File: config.mk
export PLATFORM = sky130hd
export DESIGN_NAME = csa_array_mul
export DESIGN_NICKNAME = d
export VERILOG_FILES = /design/src/rtl/csa_mul_pkg.sv /design/src/rtl/csa_cell.sv /design/src/rtl/csa_pp_gen.sv /design/src/rtl/csa_row.sv /design/src/rtl/csa_merge.sv /design/src/rtl/csa_array_mul.sv
export SDC_FILE = /design/constraint.sdc
export NUM_CORES = 1
export LEC_CHECK = 0
export BUFFER_PORTS_ARGS = -buffer_cell sky130_fd_sc_hd__buf_2
export CELL_PAD_IN_SITES_DETAIL_PLACEMENT = 0
export CELL_PAD_IN_SITES_GLOBAL_PLACEMENT = 1
export CORE_AREA = 2 2 39 41
export DETAILED_ROUTE_END_ITERATION = 10
export DIE_AREA = 0 0 41 43
export PLACE_DENSITY = 0.7
export SLEW_MARGIN = 20
export SYNTH_ARGS = -nofsm -noshare
export SYNTH_HDL_FRONTEND = slang
export SYNTH_HIERARCHICAL = 1
export SYNTH_SLANG_ARGS = --single-unit
File: constraint.sdc
create_clock -name vclk -period 12.2
set_input_delay 2.44 -clock vclk [all_inputs]
set_output_delay 2.44 -clock vclk [all_outputs]
set_load 0.1 [all_outputs]
File: src/rtl/csa_mul_pkg.sv
package csa_mul_pkg;
  typedef enum logic {
    CELL_HALF = 1'b0,
    CELL_FULL = 1'b1
  } cell_kind_e;
endpackage

File: src/rtl/csa_cell.sv
module csa_cell #(
  parameter csa_mul_pkg::cell_kind_e KIND = csa_mul_pkg::CELL_FULL
) (
  input  logic a_i,
  input  logic b_i,
  input  logic c_i,
  output logic s_o,
  output logic co_o
);
  generate
    if (KIND == csa_mul_pkg::CELL_HALF) begin : g_half
      assign s_o  = a_i ^ b_i;
      assign co_o = a_i & b_i;
      // a half adder sits where no carry can exist yet
      always_comb begin
        AST_HALF_NO_CIN: assert (c_i == 1'b0) else $error("half cell got carry");
      end
    end else begin : g_full
      assign s_o  = a_i ^ b_i ^ c_i;
      assign co_o = (a_i & b_i) | (a_i & c_i) | (b_i & c_i);
    end
  endgenerate
endmodule

File: src/rtl/csa_pp_gen.sv
module csa_pp_gen #(
  parameter int M = 4,
  parameter int N = 4
) (
  input  logic [M-1:0]        x_i,
  input  logic [N-1:0]        y_i,
  output logic [N-1:0][M-1:0] pp_o
);
  generate
    for (genvar j = 0; j < N; j++) begin : g_row
      for (genvar i = 0; i < M; i++) begin : g_col
        assign pp_o[j][i] = x_i[i] & y_i[j];
      end
    end
  endgenerate

  always_comb begin
    if (x_i == '0 || y_i == '0) begin
      AST_PP_ZERO: assert ($countones(pp_o) == 0) else $error("pp not zero");
    end
  end
endmodule

File: src/rtl/csa_row.sv
module csa_row #(
  parameter int M = 4,
  parameter csa_mul_pkg::cell_kind_e KIND = csa_mul_pkg::CELL_FULL
) (
  input  logic [M-1:0] pp_i,
  input  logic [M-1:0] sh_i,
  input  logic [M-1:0] c_i,
  output logic [M-1:0] s_o,
  output logic [M-1:0] c_o
);
  localparam int W = M + 2;

  generate
    for (genvar i = 0; i < M; i++) begin : g_cell
      csa_cell #(.KIND(KIND)) u_cell (
        .a_i (pp_i[i]),
        .b_i (sh_i[i]),
        .c_i (c_i[i]),
        .s_o (s_o[i]),
        .co_o(c_o[i])
      );
    end
  endgenerate

  // the weight entering a row must equal the weight leaving it
  always_comb begin
    AST_ROW_CONSERVE: assert ((W'(s_o) + (W'(c_o) << 1)) == (W'(pp_i) + W'(sh_i) + W'(c_i)))
      else $error("row loses weight");
  end
endmodule

File: src/rtl/csa_merge.sv
module csa_merge #(
  parameter int M = 4
) (
  input  logic [M-1:0] a_i,
  input  logic [M-1:0] b_i,
  output logic [M-1:0] s_o
);
  logic [M:0] cy;
  assign cy[0] = 1'b0;

  generate
    for (genvar k = 0; k < M; k++) begin : g_bit
      if (k == 0) begin : g_lsb
        csa_cell #(.KIND(csa_mul_pkg::CELL_HALF)) u_cell (
          .a_i (a_i[k]),
          .b_i (b_i[k]),
          .c_i (cy[k]),
          .s_o (s_o[k]),
          .co_o(cy[k+1])
        );
      end else begin : g_up
        csa_cell #(.KIND(csa_mul_pkg::CELL_FULL)) u_cell (
          .a_i (a_i[k]),
          .b_i (b_i[k]),
          .c_i (cy[k]),
          .s_o (s_o[k]),
          .co_o(cy[k+1])
        );
      end
    end
  endgenerate

  always_comb begin
    AST_NO_OVERFLOW: assert (cy[M] == 1'b0) else $error("merge carry out");
  end
endmodule

File: src/rtl/csa_array_mul.sv
module csa_array_mul #(
  parameter int M = 4,
  parameter int N = 4
) (
  input  logic [M-1:0]   x_i,
  input  logic [N-1:0]   y_i,
  output logic [M+N-1:0] z_o
);
  localparam int ZW = M + N;

  logic [N-1:0][M-1:0] pp;
  logic [N-1:0][M-1:0] s_r;
  logic [N-1:0][M-1:0] c_r;

  csa_pp_gen #(.M(M), .N(N)) u_pp (
    .x_i (x_i),
    .y_i (y_i),
    .pp_o(pp)
  );

  assign s_r[0] = pp[0];
  assign c_r[0] = '0;

  generate
    for (genvar j = 1; j < N; j++) begin : g_row
      localparam csa_mul_pkg::cell_kind_e KIND =
        (j == 1) ? csa_mul_pkg::CELL_HALF : csa_mul_pkg::CELL_FULL;
      csa_row #(.M(M), .KIND(KIND)) u_row (
        .pp_i(pp[j]),
        .sh_i({1'b0, s_r[j-1][M-1:1]}),
        .c_i (c_r[j-1]),
        .s_o (s_r[j]),
        .c_o (c_r[j])
      );
    end
    for (genvar j = 0; j < N; j++) begin : g_low
      assign z_o[j] = s_r[j][0];
    end
  endgenerate

  csa_merge #(.M(M)) u_merge (
    .a_i({1'b0, s_r[N-1][M-1:1]}),
    .b_i(c_r[N-1]),
    .s_o(z_o[ZW-1:N])
  );

  always_comb begin
    AST_PRODUCT_EXACT: assert (z_o == ZW'(ZW'(x_i) * ZW'(y_i))) else $error("product wrong");
    AST_Z0_AND: assert (z_o[0] == (x_i[0] & y_i[0])) else $error("z0 wrong");
    if (x_i == '0 || y_i == '0) begin
      AST_ZERO_OPERAND: assert (z_o == '0) else $error("zero operand");
    end
  end
endmodule

==> flow_metrics.tcl <==
set metrics [dict create \
    die_h_um 43 \
    finalHoldWorstSlack_ns 5.40 \
    die_x_um 41 \
    critPathLaunch "y_i[1]" \
    pre_cts_slack_ns 4.05 \
    ant_nets 0 \
    grt_max_degree 5 \
    dieArea_um2 1760 \
    cap_violations 0 \
    ios 16 \
    finish.utilization 0.360 \
    start_kind "primary input" \
    wire_per_inst_um 7.78 \
    wl_um 529 \
    setup_viol_count_final 0 \
    power-per-cell-area_nw_per_um2 159 \
    num-clock-buffers 0 \
    seq_cell_count 0 \
    finalPower_uw 79.4 \
    p_sw_uw 66.5 \
    start_util 0.279 \
    grt_setup_unrepaired "no" \
    routed-wl-met3_um 46 \
    coreArea_um2 1380 \
    pwr-share-comb 1.000 \
    finalWorstSetupSlack_ns 4.08 \
    layout.nets 78 \
    first_pass_iters 1 \
    grt_overflow 0 \
    crit_required_ns 9.76 \
    vias_per_cell 4.00 \
    post_cts_resized 0 \
    final_area_um2 498 \
    antenna_cells 0 \
    met1_length_um 217 \
    p_leak_nw 0.265 \
    crit_path_end_kind "output port" \
    max_freq_mhz 123 \
    antenna_found_initial 0 \
    first_global_vias 257 \
    power_frac_seq 0 \
    period_share 0.666 \
    track_usage 0.0719 \
    portBuffers 16 \
    hold_buffers 0 \
    drc 0 \
    dr_total_vias 272 \
    outcome "finished clean" \
    fin_cells 68 \
    place_inst 68 \
    worstSetupPathType "primary input to output port" \
    drv_slew 0 \
    sw_frac_of_total 0.837 \
    yosysWarnings 6 \
    gp_congestion 0.670 \
    worstPathArrival_ns 5.68 \
    clkPwrFrac 0 \
    place_area_um2 498 \
    hold_violations 0 \
    regArea_um2 0 \
    synth_cells 33 \
    syn_area_um2 387 \
    num_rows 14 \
    min_from "y_i[0]" \
    topRoutingLayerUsed "met3" \
    power.internal_uw 12.9 \
    layout-drive-gt1-share 0.308 \
    ir_drop_v 0.0000890 \
    hold_path_class "primary input to output port" \
    met2_length_um 264 \
    post-dp-hpwl_um 545 \
    fin_crit_ns 8.12 \
    drtIter0Drc 0 \
    fin_setup_tns_ns 0 \
    cp_max_fo 4 \
    fill_cells 148 \
    area_growth_pct 28.8 \
    avgSynthCellArea_um2 11.7 \
    post-cts-setup-buffers 0 \
    grt_first_pass_wirelength_um 945 \
]
-- critical path, stage by stage --
cell    delay, ns
buf_2        0.11
and2_1       0.15
ha_1         0.31
fa_1         0.54
fa_1         0.42
ha_1         0.22
fa_1         0.37
fa_1         0.38
fa_1         0.43
buf_2        0.30
-- metal layers --
layer / up-vias / GRT usage
li1: 136 / -
met1: 126 / 0.106
met2: 10 / 0.119
met3: 0 / 0.00524
met4: 0 / 0
met5: - / 0
-- final cells by class --
class | instances | area (um^2) | area share
repair buffers | 16 | 80.1 | 0.161
multi-input cells | 36 | 398 | 0.799
well taps | 16 | 20.0 | 0.0402
-- power groups by stage --
stage               logic (mW)  clock network (mW)  registers (mW)
global route            0.0843                   0               0
CTS                     0.0804                   0               0
finish                  0.0794                   0               0
floorplan               0.0762                   0               0
detailed placement      0.0803                   0               0
global placement        0.0805                   0               0
-- placed cells by master (no fill, tap or decap) --
cell type / n
buf_2: 16
conb_1: 4
and2_1: 16
ha_1: 5
fa_1: 11
-- worst paths after layout --
path / endpoint / slack, ns / depth (start not counted)
setup / recovery: z_o[7] / 4.08 / 10
hold / removal: z_o[0] / 5.40 / 3
(Power assumes the default switching activity.)
